<file path="config.mk">
export PLATFORM = sky130hd
export DESIGN_NAME = uart_tx_dma
export DESIGN_NICKNAME = d
export VERILOG_FILES = /design/src/rtl/uart_tx_pkg.sv /design/src/rtl/uart_tx_datapath.sv /design/src/rtl/uart_tx_ctrl.sv /design/src/rtl/uart_tx_dma.sv
export SDC_FILE = /design/constraint.sdc
export NUM_CORES = 1
export LEC_CHECK = 0
export ABC_AREA = 1
export CORE_AREA = 2 2 88 90
export DETAILED_ROUTE_END_ITERATION = 10
export DIE_AREA = 0 0 90 92
export PLACE_DENSITY = 0.85
export SLEW_MARGIN = 10
export SYNTH_ARGS = -nofsm -noshare
export SYNTH_HDL_FRONTEND = slang
export SYNTH_SLANG_ARGS = --single-unit
</file>
<file path="constraint.sdc">
create_clock -name clk -period 3.7 [get_ports clk]
set_input_delay 1.11 -clock clk [delete_from_list [all_inputs] [get_ports clk]]
set_output_delay 1.11 -clock clk [all_outputs]
set_load 0.005 [all_outputs]
</file>
<file path="src/rtl/uart_tx_pkg.sv">
package uart_tx_pkg;

  // Strobes from the control to the datapath.
  typedef struct packed {
    logic push;   // store the incoming byte
    logic load;   // move the oldest waiting byte into the shifter
    logic shift;  // advance the shifter by one bit
    logic abort;  // force the shifter back to idle (line high)
  } txStrobe_t;

  typedef enum logic [1:0] {
    ST_OFF   = 2'd0,
    ST_PRE   = 2'd1,
    ST_READY = 2'd2,
    ST_SEND  = 2'd3
  } txState_t;

endpackage

</file>
<file path="src/rtl/uart_tx_datapath.sv">
module uart_tx_datapath
  import uart_tx_pkg::*;
#(
  parameter int DATA_W     = 8,
  parameter int FIFO_DEPTH = 8
) (
  input  logic              clk,
  input  logic              rstN,
  input  txStrobe_t         stb,
  input  logic              fifoMode,
  input  logic [DATA_W-1:0] wrData,
  output logic              txLine,
  output logic              qEmpty,
  output logic              qNotFull
);

  localparam int PTR_W   = (FIFO_DEPTH > 1) ? $clog2(FIFO_DEPTH) : 1;
  localparam int CNT_W   = $clog2(FIFO_DEPTH + 1);
  localparam int SHIFT_W = DATA_W + 2;

  logic [DATA_W-1:0]  mem [FIFO_DEPTH];
  logic [PTR_W-1:0]   wrPtr, rdPtr, wrPtrNext, rdPtrNext;
  logic [CNT_W-1:0]   qCount, capacity;
  logic [SHIFT_W-1:0] shiftReg;

  // Pointer wrap: a power-of-two depth wraps by itself, any other depth compares.
  generate
    if ((FIFO_DEPTH & (FIFO_DEPTH - 1)) == 0) begin : gWrapPow2
      assign wrPtrNext = wrPtr + 1'b1;
      assign rdPtrNext = rdPtr + 1'b1;
    end else begin : gWrapCmp
      assign wrPtrNext = (wrPtr == PTR_W'(FIFO_DEPTH - 1)) ? '0 : wrPtr + 1'b1;
      assign rdPtrNext = (rdPtr == PTR_W'(FIFO_DEPTH - 1)) ? '0 : rdPtr + 1'b1;
    end
  endgenerate

  assign capacity = fifoMode ? CNT_W'(FIFO_DEPTH) : CNT_W'(1);
  assign qEmpty   = (qCount == '0);
  assign qNotFull = (qCount < capacity);

  always_ff @(posedge clk) begin
    if (stb.push) mem[wrPtr] <= wrData;
  end

  always_ff @(posedge clk or negedge rstN) begin
    if (!rstN) begin
      wrPtr  <= '0;
      rdPtr  <= '0;
      qCount <= '0;
    end else begin
      if (stb.push) wrPtr <= wrPtrNext;
      if (stb.load) rdPtr <= rdPtrNext;
      case ({stb.push, stb.load})
        2'b10:   qCount <= qCount + 1'b1;
        2'b01:   qCount <= qCount - 1'b1;
        default: qCount <= qCount;
      endcase
    end
  end

  // Shifter: bit 0 is on the line; ones fill in from the top so idle is high.
  always_ff @(posedge clk or negedge rstN) begin
    if (!rstN) begin
      shiftReg <= '1;
    end else if (stb.abort) begin
      shiftReg <= '1;
    end else if (stb.load) begin
      shiftReg <= {1'b1, mem[rdPtr], 1'b0};
    end else if (stb.shift) begin
      shiftReg <= {1'b1, shiftReg[SHIFT_W-1:1]};
    end
  end

  assign txLine = shiftReg[0];

  assert_no_overflow_R5 : assert property (@(posedge clk) disable iff (!rstN)
    stb.push |-> (qCount < capacity));

  assert_no_underflow_R4 : assert property (@(posedge clk) disable iff (!rstN)
    stb.load |-> (qCount != '0));

  assert_idle_after_abort_R2 : assert property (@(posedge clk) disable iff (!rstN)
    (stb.abort && !stb.load) |=> txLine);

endmodule

</file>
<file path="src/rtl/uart_tx_ctrl.sv">
module uart_tx_ctrl
  import uart_tx_pkg::*;
#(
  parameter int CLKS_PER_BIT = 16,
  parameter int FRAME_BITS   = 10
) (
  input  logic      clk,
  input  logic      rstN,
  input  logic      txEnable,
  input  logic      fifoMode,
  input  logic      wrValid,
  input  logic      clrTc,
  input  logic      qEmpty,
  input  logic      qNotFull,
  output txStrobe_t stb,
  output logic      dmaReq,
  output logic      txComplete
);

  localparam int BAUD_W = $clog2(CLKS_PER_BIT + 1);
  localparam int BIT_W  = $clog2(FRAME_BITS + 1);

  txState_t          state, stateNext;
  logic [BAUD_W-1:0] baudCnt;
  logic [BIT_W-1:0]  bitCnt;
  logic              baudEnd, lastBit, tcSet, tcFlag, counting;

  assign baudEnd  = (baudCnt == BAUD_W'(CLKS_PER_BIT - 1));
  assign lastBit  = (bitCnt == BIT_W'(FRAME_BITS - 1));
  assign counting = (state == ST_PRE) || (state == ST_SEND);

  always_comb begin
    stb       = '0;
    stb.push  = wrValid && qNotFull;
    tcSet     = 1'b0;
    stateNext = state;
    case (state)
      ST_OFF: begin
        if (txEnable) stateNext = ST_PRE;
      end
      ST_PRE: begin
        if (baudEnd && lastBit) stateNext = ST_READY;
      end
      ST_READY: begin
        if (!qEmpty) begin
          stb.load  = 1'b1;
          stateNext = ST_SEND;
        end
      end
      ST_SEND: begin
        if (baudEnd) begin
          if (!lastBit) begin
            stb.shift = 1'b1;
          end else if (!qEmpty) begin
            stb.load = 1'b1;
          end else begin
            stb.shift = 1'b1;
            tcSet     = 1'b1;
            stateNext = ST_READY;
          end
        end
      end
      default: stateNext = ST_OFF;
    endcase
    if (!txEnable) begin
      stateNext = ST_OFF;
      stb.load  = 1'b0;
      stb.shift = 1'b0;
      stb.abort = 1'b1;
      tcSet     = 1'b0;
    end
  end

  always_ff @(posedge clk or negedge rstN) begin
    if (!rstN) begin
      state   <= ST_OFF;
      baudCnt <= '0;
      bitCnt  <= '0;
    end else begin
      state <= stateNext;
      if (!counting || stateNext != state || stb.load) begin
        baudCnt <= '0;
        bitCnt  <= '0;
      end else if (baudEnd) begin
        baudCnt <= '0;
        bitCnt  <= lastBit ? '0 : bitCnt + 1'b1;
      end else begin
        baudCnt <= baudCnt + 1'b1;
      end
    end
  end

  // Completion flag: a new byte wins, then hardware set, then software clear.
  always_ff @(posedge clk or negedge rstN) begin
    if (!rstN)          tcFlag <= 1'b1;
    else if (stb.push)  tcFlag <= 1'b0;
    else if (tcSet)     tcFlag <= 1'b1;
    else if (clrTc)     tcFlag <= 1'b0;
  end

  assign txComplete = tcFlag;
  assign dmaReq     = txEnable && (fifoMode ? qNotFull : qEmpty);

  assert_tc_after_stop_R8 : assert property (@(posedge clk) disable iff (!rstN)
    $rose(txComplete) |-> ($past(state) == ST_SEND));

  assert_write_drops_tc_R7 : assert property (@(posedge clk) disable iff (!rstN)
    (wrValid && qNotFull) |=> !txComplete);

  assert_preamble_no_load_R3 : assert property (@(posedge clk) disable iff (!rstN)
    (state == ST_PRE || state == ST_OFF) |-> !stb.load);

  assert_clear_drops_tc_R9 : assert property (@(posedge clk) disable iff (!rstN)
    (clrTc && !tcSet) |=> !txComplete);

endmodule

</file>
<file path="src/rtl/uart_tx_dma.sv">
module uart_tx_dma
  import uart_tx_pkg::*;
#(
  parameter int CLKS_PER_BIT = 16,
  parameter int DATA_W       = 8,
  parameter int FIFO_DEPTH   = 8
) (
  input  logic              clk,
  input  logic              rstN,
  input  logic              txEnable,
  input  logic              fifoMode,
  input  logic              wrValid,
  input  logic [DATA_W-1:0] wrData,
  input  logic              clrTc,
  output logic              txLine,
  output logic              dmaReq,
  output logic              txEmpty,
  output logic              fifoNotFull,
  output logic              txComplete
);

  localparam int FRAME_BITS = DATA_W + 2;

  txStrobe_t stb;
  logic      qEmpty, qNotFull;

  uart_tx_ctrl #(
    .CLKS_PER_BIT(CLKS_PER_BIT),
    .FRAME_BITS  (FRAME_BITS)
  ) uCtrl (
    .clk       (clk),
    .rstN      (rstN),
    .txEnable  (txEnable),
    .fifoMode  (fifoMode),
    .wrValid   (wrValid),
    .clrTc     (clrTc),
    .qEmpty    (qEmpty),
    .qNotFull  (qNotFull),
    .stb       (stb),
    .dmaReq    (dmaReq),
    .txComplete(txComplete)
  );

  uart_tx_datapath #(
    .DATA_W    (DATA_W),
    .FIFO_DEPTH(FIFO_DEPTH)
  ) uPath (
    .clk     (clk),
    .rstN    (rstN),
    .stb     (stb),
    .fifoMode(fifoMode),
    .wrData  (wrData),
    .txLine  (txLine),
    .qEmpty  (qEmpty),
    .qNotFull(qNotFull)
  );

  assign txEmpty     = qEmpty;
  assign fifoNotFull = qNotFull;

endmodule

</file>
==> out/summary.md <==
The first global-routing pass estimated 14,200 um of wire. At the pin with the least slew margin, the transition time is 1020 ps. The count of buffers inserted at the top-level ports was 18. The final worst-path cycle share is 96.7%.

The floorplan has 32 rows. The number of global-route vias before repair was 2,999. The leading cell type by number of instances after synthesis is nand2_1. Yosys mapped a number of flops with a built-in enable equal to 64. The logs give 62.6% for the sequential element share of the synthesized area and 3,019 for the count of vias placed by the detailed router. Post-layout instance area: 4910 um^2.

The routed design uses 407 um of met3 wire. Counting the buffers created by CTS gives 9. STA classifies the critical path endpoint as an output port. CTS placed an instance of clkbuf_8 at the clock tree root. The logs give 3 for the number of levels in the clock H-tree and 4390 um for the total length of routed met2 wires. The floorplan die width was 90 um; the share of final-layout standard cells stronger than drive strength 1 was 15.0%. For this design the static power due to leakage is 2.02 nW. Across the VDD grid, the largest voltage drop is 0.000330 V. The area of the die is 8280 um^2. The post-synthesis instance total was 435; the remaining antenna violation count was 0.

The tools report the data arrival time at the worst-slack endpoint as 2470 ps. The clock slew at the register clock pins of the worst setup and hold paths is 90 ps, and the remaining global-route overflow is 0. The tool flagged a number of max-cap violations equal to 0. The flow ran to the end, and the final reports show no timing, DRC or antenna violations. Synthesis inferred 95 register bits.

The minimum hold slack was 490 ps. In this run the worst path has a maximum fanout of 2. In this run the vertical extent of the chip is 92 um. The netlist uses 32 different library cells. The final hold violation count is 0. For the final database, setup skew stands at 14.9 ps. TritonCTS built the clock tree. Final-report max-slew violation count: 0. After filler insertion, the fill cell instance count of the layout stands at 575.

0 antenna diodes ended up in the layout. The final setup violation count is 0, and the number of primary I/O pins is 19. The top cell type by area accounts for 44.4% of the synthesized area. In the final routed layout, each cell accounts on average for 15.0 um. STA classifies the critical path startpoint as an input port. After synthesis the cells add up to 4330 um^2. The clock drives 95 sinks. By startpoint and endpoint, the worst setup path is classified as input port to output port. After the last flow step, the layout net total stands at 491. The number of vias per cell after detailed routing works out to 5.25. In the final routing, the length of wire on met1 measures 3630 um. After clock tree synthesis, the flow added hold-fix buffers numbering 0.

Highest routing layer actually used: met4. Sorting the synthesized cells by area gives the leading types as edfxtp_1, nand2_1, dfrtp_1. In this run the cell area measured after placement is 4680 um^2. Setup repair after global routing left no endpoint under its margin. The total area inside the core boundary comes to 7450 um^2. The logs give 0 for the initial antenna violation count and 0.279 GHz for the maximum operating frequency. The cell type contributing the most total cell area after synthesis is edfxtp_1. Across every metal layer, demand over resource in global routing totals 22.3%.

The clock period minus final worst setup slack was 3580 ps; the insertion delay to the later sink of the worst-skew pair was 380 ps. After synthesis, the most frequently instantiated cells are nand2_1, edfxtp_1, nor2_1. During synthesis, Yosys emitted a total of 0 warnings. For this design the ratio of total power to cell area is 515 nW/um^2. The area growth from synthesis to layout is 13.4%. For this block, the routed nets add up to 8620 um of wire. STA puts the critical path data required time at 2590 ps. Dividing the synthesized area by the synthesized cell count gives 9.95 um^2. For this block, the initial DRC count from the detailed router was 256. For this run, the leading register cell type out of synthesis is edfxtp_1. The pre-antenna-repair detailed-routing pass consisted of 5 iterations. In this run the worst hold path is classified as flip-flop to flip-flop. Once the floorplan was initialized, standard cells occupied 58.1% of the core. The half-perimeter wire length after placement is 5390 um, and the routability congestion estimate is 0.795.

The clock passes through at most 2 buffers. The number of nets produced by synthesis was 458. Entering global routing, the biggest net connects 35 pins. In the routed design, unresolved DRC markers number 0. The async set-reset flop share out of synthesis came out at 32.6%.

Headroom to the max-slew limit came out at 32.1%.
power breakdown:
part / total [mW] / switching [mW] / internal (mW) / leakage (nW)
combinational: 0.502 / 0.304 / 0.199 / 0.977
clock: 0.699 / 0.378 / 0.320 / 0.0998
sequential: 1.33 / 0.0805 / 1.25 / 0.945
total: 2.53 / 0.763 / 1.77 / 2.02
layout make-up:
class	count	area, um^2	area share (%)
clock inverter	7	78.8	1.60
tap	102	128	2.60
clock buffer	9	124	2.52
multi-input combinational	307	1500	30.4
inverter	21	78.8	1.60
sequential	95	2710	55.2
timing repair buffer	34	298	6.06
final timing paths:
kind                                                from                            end  slack [ps]  depth (start not counted)
max                                             fifoMode                    fifoNotFull         120                          7
min                        uPath.shiftReg[0]$_DFFE_PN1P_  uPath.shiftReg[0]$_DFFE_PN1P_         490                          2
max reg2reg                  uCtrl.bitCnt[1]$_DFFE_PN0P_    uPath.qCount[2]$_DFFE_PN0P_        1250                         13
min reg2reg                uPath.shiftReg[0]$_DFFE_PN1P_  uPath.shiftReg[0]$_DFFE_PN1P_         490                          2
max in group asynchronous                           rstN  uPath.shiftReg[0]$_DFFE_PN1P_        2240                          2
min in group asynchronous                           rstN    uPath.qCount[0]$_DFFE_PN0P_        1130                          2
layer usage:
metal	track usage (%)	vias to the layer above
met2	38.2	85
met5	0	-
met3	4.19	18
met1	27.4	1438
li1	-	1478
met4	10.5	0
through the flow:
step | power [mW] | setup TNS, ps | setup slack [ps] | util [%] | instances
global route | 2.64 | 0 | 70.2 | 66.0 | 575
detailed placement | 1.81 | -484 | -307 | 62.8 | 558
floorplan | 1.63 | 0 | 734 | - | 435
global placement | 1.78 | -298 | -188 | 62.8 | 558
finish | 2.53 | 0 | 122 | 66.0 | 575
CTS | 2.53 | 0 | 153 | 66.0 | 575
worst max-delay path, cell delays in order:
cell             delay (ps)
dlygate4sd2_1           260
inv_2                    80
buf_4                   120
nand3_2                  90
a21oi_4                 180
buf_4                   140
clkdlybuf4s50_1         490
cells in the final DEF, fill, tap and decap left out, types with 2 or more instances in the layout:
cell type / count
clkbuf_8: 9
clkinv_1: 2
inv_6: 2
o22ai_1: 2
nand3_1: 8
nor3_1: 3
dlygate4sd2_1: 2
dfstp_2: 10
o21ai_0: 24
ha_1: 8
xnor2_1: 5
nor2_2: 11
xor2_1: 5
nand3_2: 3
nand2_4: 3
nand2_1: 169
edfxtp_1: 64
a21oi_2: 2
inv_1: 18
inv_2: 2
a21oi_1: 9
nand2_2: 2
dfrtp_1: 21
buf_4: 16
clkdlybuf4s50_1: 16
nor2_4: 2
nor2_1: 43
cells by family after synthesis:
group,Yosys count,synth area share [%]
AND/OR/NAND/NOR,248,24.2
flip-flops,95,62.6
AO/OA/AOI/OAI,40,5.09
buffers and inverters,33,3.47
XOR/XNOR,10,2.02
adder cells (fa/ha/maj),9,2.60
sequential cells by signal (all words and copies together), names as in the netlist:
signal            cells
uCtrl.baudCnt         5
uCtrl.bitCnt          4
uCtrl.state           2
uCtrl.txComplete      1
uPath.mem            64
uPath.qCount          4
uPath.rdPtr           3
uPath.shiftReg        9
uPath.wrPtr           3
repair_timing:
| action | in CTS | in global routing |
|---|---|---|
| endpoints found under the setup margin | 2 | 0 |
| setup buffers | 1 | 0 |
| gates resized for setup | 6 | 0 |
Power figures use the tool's default switching activity.
